$ cat config.mk
export PLATFORM = sky130hd
export DESIGN_NAME = spi_regfile_slave
export DESIGN_NICKNAME = d
export VERILOG_FILES = /design/src/rtl/spi_rf_pkg.sv /design/src/rtl/spi_rf_sync.sv /design/src/rtl/spi_rf_frame.sv /design/src/rtl/spi_rf_fifo.sv /design/src/rtl/spi_rf_status.sv /design/src/rtl/spi_regfile_slave.sv
export SDC_FILE = /design/constraint.sdc
export NUM_CORES = 2
export LEC_CHECK = 0
export CORE_MARGIN = 3
export CORE_UTILIZATION = 31
export CTS_CLUSTER_DIAMETER = 80
export DETAILED_ROUTE_END_ITERATION = 12
export GPL_TIMING_DRIVEN = 1
export PLACE_DENSITY = 0.46
export SKIP_LAST_GASP = 1
export SLEW_MARGIN = 20
export SYNTH_ARGS = -nofsm -noshare
export SYNTH_HDL_FRONTEND = slang
export SYNTH_SLANG_ARGS = --single-unit
$ cat constraint.sdc
create_clock -name clk -period 6.25 [get_ports clk]
set_clock_uncertainty 0.1 [all_clocks]
set_input_delay 0.9375 -clock clk [delete_from_list [all_inputs] [get_ports clk]]
set_output_delay 0.9375 -clock clk [all_outputs]
set_load 0.005 [all_outputs]
$ cat src/rtl/spi_rf_pkg.sv
package spi_rf_pkg;

   localparam int BYTE_W = 8;
   localparam int ADDR_W = 7;

   typedef logic [BYTE_W-1:0] byte_t;
   typedef logic [ADDR_W-1:0] addr_t;

   // Next burst address: the queue port stays fixed, everything else wraps upward.
   function automatic addr_t burst_next(input addr_t cur, input addr_t hold_addr);
      return (cur == hold_addr) ? cur : addr_t'(cur + 1'b1);
   endfunction

endpackage

$ cat src/rtl/spi_rf_sync.sv
module spi_rf_sync #(
   parameter int           N       = 3,
   parameter int           STAGES  = 2,
   parameter logic [N-1:0] RST_VAL = '0
) (
   input  logic         clk,
   input  logic         rst_n,
   input  logic [N-1:0] din,
   output logic [N-1:0] dout
);

   initial begin
      assert (STAGES >= 1 && STAGES <= 4) else $error("spi_rf_sync: STAGES out of range");
   end

   for (genvar b = 0; b < N; b++) begin : g_bit
      logic [STAGES-1:0] chain;
      if (STAGES == 1) begin : g_single
         always_ff @(posedge clk or negedge rst_n) begin
            if (!rst_n) chain <= RST_VAL[b];
            else        chain <= din[b];
         end
      end else begin : g_multi
         always_ff @(posedge clk or negedge rst_n) begin
            if (!rst_n) chain <= {STAGES{RST_VAL[b]}};
            else        chain <= {chain[STAGES-2:0], din[b]};
         end
      end
      assign dout[b] = chain[STAGES-1];
   end

endmodule

$ cat src/rtl/spi_rf_frame.sv
module spi_rf_frame
   import spi_rf_pkg::*;
(
   input  logic  clk,
   input  logic  rst_n,
   input  logic  sck_s,
   input  logic  cs_n_s,
   input  logic  mosi_s,
   output logic  cs_act,
   output logic  sck_fall,
   output logic  byte_vld,
   output logic  byte_cmd,
   output byte_t byte_val,
   output logic  data_bit0
);

   localparam int CNT_W = $clog2(BYTE_W);

   logic              sck_d;
   logic              sck_rise;
   logic [CNT_W-1:0]  bit_cnt;
   logic [BYTE_W-2:0] rx_sh;
   logic              first_q;

   assign cs_act    = ~cs_n_s;
   assign sck_rise  = cs_act &  sck_s & ~sck_d;
   assign sck_fall  = cs_act & ~sck_s &  sck_d;
   assign byte_vld  = sck_rise & (bit_cnt == CNT_W'(BYTE_W - 1));
   assign byte_cmd  = first_q;
   assign byte_val  = {rx_sh, mosi_s};
   assign data_bit0 = sck_rise & (bit_cnt == '0) & ~first_q;

   always_ff @(posedge clk or negedge rst_n) begin
      if (!rst_n) begin
         sck_d   <= 1'b0;
         bit_cnt <= '0;
         rx_sh   <= '0;
         first_q <= 1'b1;
      end else begin
         sck_d <= sck_s;
         if (!cs_act) begin
            bit_cnt <= '0;
            rx_sh   <= '0;
            first_q <= 1'b1;
         end else if (sck_rise) begin
            rx_sh   <= {rx_sh[BYTE_W-3:0], mosi_s};
            bit_cnt <= CNT_W'(bit_cnt + 1'b1);
            if (bit_cnt == CNT_W'(BYTE_W - 1)) first_q <= 1'b0;
         end
      end
   end

endmodule

$ cat src/rtl/spi_rf_fifo.sv
module spi_rf_fifo
   import spi_rf_pkg::*;
#(
   parameter int DEPTH = 64
) (
   input  logic  clk,
   input  logic  rst_n,
   input  logic  push,
   input  byte_t din,
   input  logic  pop,
   output byte_t head,
   output logic  empty
);

   localparam int PTR_W = $clog2(DEPTH);

   initial begin
      assert (DEPTH >= 2 && (DEPTH & (DEPTH - 1)) == 0)
         else $error("spi_rf_fifo: DEPTH must be a power of two");
   end

   byte_t          store [DEPTH];
   logic [PTR_W:0] wr_ptr;
   logic [PTR_W:0] rd_ptr;
   logic           full;

   assign empty = (wr_ptr == rd_ptr);
   assign full  = (wr_ptr[PTR_W] != rd_ptr[PTR_W]) &&
                  (wr_ptr[PTR_W-1:0] == rd_ptr[PTR_W-1:0]);
   assign head  = store[rd_ptr[PTR_W-1:0]];

   always_ff @(posedge clk or negedge rst_n) begin
      if (!rst_n) begin
         wr_ptr <= '0;
         rd_ptr <= '0;
         for (int k = 0; k < DEPTH; k++) store[k] <= '0;
      end else begin
         if (push && !full) begin
            store[wr_ptr[PTR_W-1:0]] <= din;
            wr_ptr <= wr_ptr + 1'b1;
         end
         if (pop && !empty) rd_ptr <= rd_ptr + 1'b1;
      end
   end

endmodule

$ cat src/rtl/spi_rf_status.sv
module spi_rf_status #(
   parameter int STAT_W = 8
) (
   input  logic              clk,
   input  logic              rst_n,
   input  logic [STAT_W-1:0] evt,
   input  logic [STAT_W-1:0] clr_mask,
   input  logic [STAT_W-1:0] en_mask,
   output logic [STAT_W-1:0] stat,
   output logic              irq_n
);

   always_ff @(posedge clk or negedge rst_n) begin
      if (!rst_n) stat <= '0;
      else        stat <= (stat & ~clr_mask) | evt;
   end

   assign irq_n = ~|(stat & en_mask);

endmodule

$ cat src/rtl/spi_regfile_slave.sv
module spi_regfile_slave
   import spi_rf_pkg::*;
#(
   parameter int          STAT_W      = 8,
   parameter int          FIFO_DEPTH  = 64,
   parameter int          SYNC_STAGES = 2,
   parameter logic [6:0]  STAT_ADDR   = 7'h03,
   parameter logic [6:0]  MASK_ADDR   = 7'h04,
   parameter logic [6:0]  FIFO_ADDR   = 7'h7F
) (
   input  logic              clk,
   input  logic              rst_n,
   input  logic              spi_sck,
   input  logic              spi_cs_n,
   input  logic              spi_mosi,
   output logic              spi_miso,
   output logic              spi_miso_en,
   output logic              irq_n,
   input  logic [STAT_W-1:0] evt_in,
   input  logic              fifo_wr_en,
   input  logic [7:0]        fifo_wr_data
);

   localparam int REGS = 1 << ADDR_W;

   initial begin
      assert (STAT_W >= 1 && STAT_W <= BYTE_W) else $error("STAT_W must fit in one byte");
      assert (STAT_ADDR != MASK_ADDR && STAT_ADDR != FIFO_ADDR && MASK_ADDR != FIFO_ADDR)
         else $error("special addresses must differ");
   end

   // ---------------- synchronisers ----------------
   logic sck_s, cs_n_s, mosi_s;

   spi_rf_sync #(.N(3), .STAGES(SYNC_STAGES), .RST_VAL(3'b010)) u_sync (
      .clk  (clk),
      .rst_n(rst_n),
      .din  ({spi_sck, spi_cs_n, spi_mosi}),
      .dout ({sck_s, cs_n_s, mosi_s})
   );

   // ---------------- byte framing ----------------
   logic  cs_act, sck_fall, byte_vld, byte_cmd, data_bit0;
   byte_t byte_val;

   spi_rf_frame u_frame (
      .clk      (clk),
      .rst_n    (rst_n),
      .sck_s    (sck_s),
      .cs_n_s   (cs_n_s),
      .mosi_s   (mosi_s),
      .cs_act   (cs_act),
      .sck_fall (sck_fall),
      .byte_vld (byte_vld),
      .byte_cmd (byte_cmd),
      .byte_val (byte_val),
      .data_bit0(data_bit0)
   );

   // ---------------- storage and side blocks ----------------
   byte_t             regs [REGS];
   byte_t             fifo_head;
   logic              fifo_empty;
   logic              pop;
   logic [STAT_W-1:0] stat_q;
   logic [STAT_W-1:0] clr_mask;
   logic [STAT_W-1:0] en_mask;

   spi_rf_fifo #(.DEPTH(FIFO_DEPTH)) u_fifo (
      .clk  (clk),
      .rst_n(rst_n),
      .push (fifo_wr_en),
      .din  (fifo_wr_data),
      .pop  (pop),
      .head (fifo_head),
      .empty(fifo_empty)
   );

   assign en_mask = regs[MASK_ADDR][STAT_W-1:0];

   spi_rf_status #(.STAT_W(STAT_W)) u_status (
      .clk     (clk),
      .rst_n   (rst_n),
      .evt     (evt_in),
      .clr_mask(clr_mask),
      .en_mask (en_mask),
      .stat    (stat_q),
      .irq_n   (irq_n)
   );

   // ---------------- transaction control ----------------
   addr_t             addr_q;
   logic              wr_q;
   byte_t             tx_sh;
   logic              miso_q;
   logic              pend_q;
   logic              pend_stat_q;
   logic              pend_pop_q;
   logic [STAT_W-1:0] pend_cap_q;

   addr_t ld_addr;
   byte_t ld_val;
   byte_t stat_byte;
   logic  do_load;
   logic  wr_en;
   logic  commit;

   always_comb begin
      stat_byte                = '0;
      stat_byte[STAT_W-1:0]    = stat_q;
   end

   assign ld_addr = byte_cmd ? byte_val[ADDR_W-1:0] : burst_next(addr_q, FIFO_ADDR);

   always_comb begin
      if (ld_addr == STAT_ADDR)      ld_val = stat_byte;
      else if (ld_addr == FIFO_ADDR) ld_val = fifo_empty ? '0 : fifo_head;
      else                           ld_val = regs[ld_addr];
   end

   assign do_load  = byte_vld & (byte_cmd ? ~byte_val[BYTE_W-1] : ~wr_q);
   assign wr_en    = byte_vld & ~byte_cmd & wr_q &
                     (addr_q != STAT_ADDR) & (addr_q != FIFO_ADDR);
   assign commit   = data_bit0 & pend_q;
   assign clr_mask = (commit && pend_stat_q) ? pend_cap_q : '0;
   assign pop      = commit & pend_pop_q;

   // address and direction
   always_ff @(posedge clk or negedge rst_n) begin
      if (!rst_n) begin
         addr_q <= '0;
         wr_q   <= 1'b0;
      end else if (byte_vld) begin
         if (byte_cmd) begin
            addr_q <= byte_val[ADDR_W-1:0];
            wr_q   <= byte_val[BYTE_W-1];
         end else begin
            addr_q <= burst_next(addr_q, FIFO_ADDR);
         end
      end
   end

   // register file
   always_ff @(posedge clk or negedge rst_n) begin
      if (!rst_n) begin
         for (int k = 0; k < REGS; k++) regs[k] <= '0;
      end else if (wr_en) begin
         regs[addr_q] <= byte_val;
      end
   end

   // outgoing shifter, changes on falling serial edges
   always_ff @(posedge clk or negedge rst_n) begin
      if (!rst_n) begin
         tx_sh  <= '0;
         miso_q <= 1'b0;
      end else if (!cs_act) begin
         tx_sh  <= '0;
         miso_q <= 1'b0;
      end else if (do_load) begin
         tx_sh <= ld_val;
      end else if (sck_fall) begin
         miso_q <= tx_sh[BYTE_W-1];
         tx_sh  <= {tx_sh[BYTE_W-2:0], 1'b0};
      end
   end

   // deferred read side effects: applied when the host clocks the byte's first bit
   always_ff @(posedge clk or negedge rst_n) begin
      if (!rst_n) begin
         pend_q      <= 1'b0;
         pend_stat_q <= 1'b0;
         pend_pop_q  <= 1'b0;
         pend_cap_q  <= '0;
      end else if (!cs_act) begin
         pend_q <= 1'b0;
      end else if (do_load) begin
         pend_q      <= 1'b1;
         pend_stat_q <= (ld_addr == STAT_ADDR);
         pend_pop_q  <= (ld_addr == FIFO_ADDR) & ~fifo_empty;
         pend_cap_q  <= stat_q;
      end else if (commit) begin
         pend_q <= 1'b0;
      end
   end

   assign spi_miso    = miso_q;
   assign spi_miso_en = ~spi_cs_n;

endmodule

==> run metrics <==
status finished with violations; failing checks negative hold slack; Root Driver clkbuf_16; Syn-to-layout area delta 13.3%; CTS tree done; Clk Latency, worst-skew pair 0.83 ns; Die Y-Extent 496 um; Synth top area share 0.537; Top Ports 25; Fill cells 23300; design area 84500 um^2; Post-synth top cells 1601 x dfrtp_1, 1358 x mux2_2, 904 x nand2_1; Synth area leader dfrtp_1; share of post-route cells with drive strength above 1 0.338; minimum clock period 5.31 ns; H-tree levels 4; port bufs 24; Post-Syn Instances 6043; vias 50000; DRT Wirelength 246000 um; final hold vios 9; Synth cell types 80; R2R depth 13; DRC violations left 0; number of global-route vias before repair 51300; crit path setup slack, layout 0.943 ns; post-synth net total 6071; placed instance count 8950; DIE WIDTH 496 um; WS Path Type flop to flop; register area share after synthesis 0.538; Pwr Density 297 nW/um^2; final period utilization 0.849; Max Cap Viol 0; hpwl dp 155000 um; ys flop type dfrtp_1; post-CTS resize count 0; # rows 179; clock sinks 1604; Final #Nets 5993; Hold Crit Class input pin to asynchronous set/reset pin; Num CTS Buffers 180; Critical Path RT 6.86 ns; drt wl/cell 26.5 um; Buf+Inv Stages, Crit Path 3; Max stage delay on crit path 0.91 ns; area of the mapped netlist 74600 um^2; Final Instance Count excl. Fillers 9276; Max Clock Freq 0.188 GHz; flops & latches, synth 1604; CTS clk-pin slew, worst paths 0.06 ns; all-layer global routing usage 0.198; RSZ-0062 raised after global routing false; post-CTS setup buffer count 0; Placer Congestion 0.919; grt total ovfl 0; crit-path cells ha_1, and4_4, mux2_8, nand2_8, buf_4, buf_4, nand2_1, nand3_1, a21oi_1, a2111oi_0, buf_4, o2111ai_1, a32oi_1; Ys Warns 0; Peak VDD IR 223 uV; RR Startpoint addr_q[1]; DR iter-0 viols 3517; worst slack, placed 0.955 ns; die area 246000 um^2; DR vias/cell 5.39; cts hold-fix bufs 0; cell mode on critical path buf_4; count leader, synth dfrtp_1; area of the core 239000 um^2; initial antenna violation count 12; placed cell area 78600 um^2; main area contributors after synthesis dfrtp_1 54%, mux2_2 21%, mux4_2 5.0%; pin count of the biggest net entering global routing 169; crit end category flop; clock tree buffer depth 3; reg2reg end tx_sh[6]; total negative slack 0 ns; max_slew headroom 0.213; syn avg cell area 12.3 um^2; Leak 39.0 nW; Worst EP arrival 5.92 ns; first drt pass iteration count 7; CP top delay family compound AO/OA/AOI/OAI gates; global-route wire length before repair 366000 um; setup slack, reg-to-reg 0.94 ns; Max FO, Critical Path 67; Slew @ Worst Pin 1.17 ns; Final setup viols 0; crit start category flop; ys async rst share 1.00; slowest CP cell a2111oi_0; EDFF count, synth 0; Min Hold Slack -0.0362 ns; Slew Viols, Final 0; Final ANT Viol Nets 0; Initial Utilization 0.313
-- through the flow --
| step | util | power (W) |
|---|---|---|
| after global routing | 0.354 | 0.0262 |
| after global placement | 0.330 | 0.0147 |
| after CTS | 0.354 | 0.0255 |
| final | 0.354 | 0.0251 |
| after floorplan | - | 0.0136 |
| after detailed placement | 0.330 | 0.0148 |
-- per-layer routing --
metal,wire (um),track usage,vias up
li1,-,-,21700
met1,112000,0.279,26700
met2,114000,0.315,1217
met3,11000,0.0274,374
met4,8510,0.0676,4
met5,18,0,-
-- cell type report --
| cell class | instances | area, um^2 | share of cell area |
|---|---|---|---|
| Clock inverter | 38 | 467 | 0.00552 |
| Inverter | 14 | 55.1 | 0.000651 |
| Tap cell | 3167 | 3960 | 0.0469 |
| Multi-Input combinational cell | 3947 | 32400 | 0.384 |
| Sequential cell | 1604 | 40200 | 0.475 |
| Clock buffer | 287 | 5390 | 0.0638 |
| Timing Repair Buffer | 218 | 2020 | 0.0239 |
| Antenna cell | 1 | 2.50 | 0.0000296 |
-- cells by family (layout without fill, tap and decap cells) --
| kind of cell | after synthesis | in the layout | share of synthesized area |
|---|---|---|---|
| other cells | 0 | 1 | 0 |
| mux | 1640 | 1640 | 0.272 |
| compound gates | 757 | 757 | 0.0664 |
| fa+ha+maj | 6 | 6 | 0.00101 |
| flops | 1604 | 1604 | 0.538 |
| xor+xnor | 21 | 21 | 0.00247 |
| simple gates | 1523 | 1523 | 0.0910 |
| buf+inv | 492 | 557 | 0.0287 |
-- registers in the layout (all words and copies together), names as in the netlist, 3 cells and up --
signal,cells
addr_q,7
u_fifo.rd_ptr,7
u_status.stat,8
pend_cap_q,8
u_frame.bit_cnt,3
u_fifo.store,512
u_fifo.wr_ptr,7
en_mask,8
u_frame.rx_sh,7
tx_sh,8
u_sync.g_bit.chain,6
regs,1016
-- cells in the final DEF (no fill, tap or decap), types with 15 or more instances in the layout --
cell / instances
mux2_1: 75
nand3_1: 179
a21oi_1: 93
nor2_1: 106
o2111ai_1: 17
buf_4: 166
mux4_2: 165
clkbuf_16: 182
a31oi_1: 107
a32oi_1: 21
nand2_1: 903
clkinv_2: 20
mux2i_1: 41
nor4_1: 17
o21ai_0: 174
nor2_2: 25
and3_1: 186
nand2b_1: 20
mux2_2: 1358
clkbuf_1: 61
buf_12: 27
clkbuf_8: 44
nor3_1: 16
dfrtp_1: 1591
o22ai_1: 42
a211oi_1: 177
clkdlybuf4s50_1: 15
-- worst max path at each step --
stage	startpoint	end	slack (ns)	depth (start not counted)
final	addr_q[1]	tx_sh[6]	0.94	13
after global routing	addr_q[1]	tx_sh[6]	0.61	13
after CTS	addr_q[1]	tx_sh[6]	0.90	13
after detailed placement	addr_q[1]	tx_sh[6]	0.95	13
after global placement	addr_q[1]	tx_sh[6]	0.99	13
after floorplan	u_fifo.rd_ptr[1]	tx_sh[1]	3.11	12
-- power breakdown --
group	switching, W	internal, W
combinational	0.00138	0.00135
clock	0.00448	0.00612
sequential	0.000494	0.0113
Power figures use the tool's default switching activity.
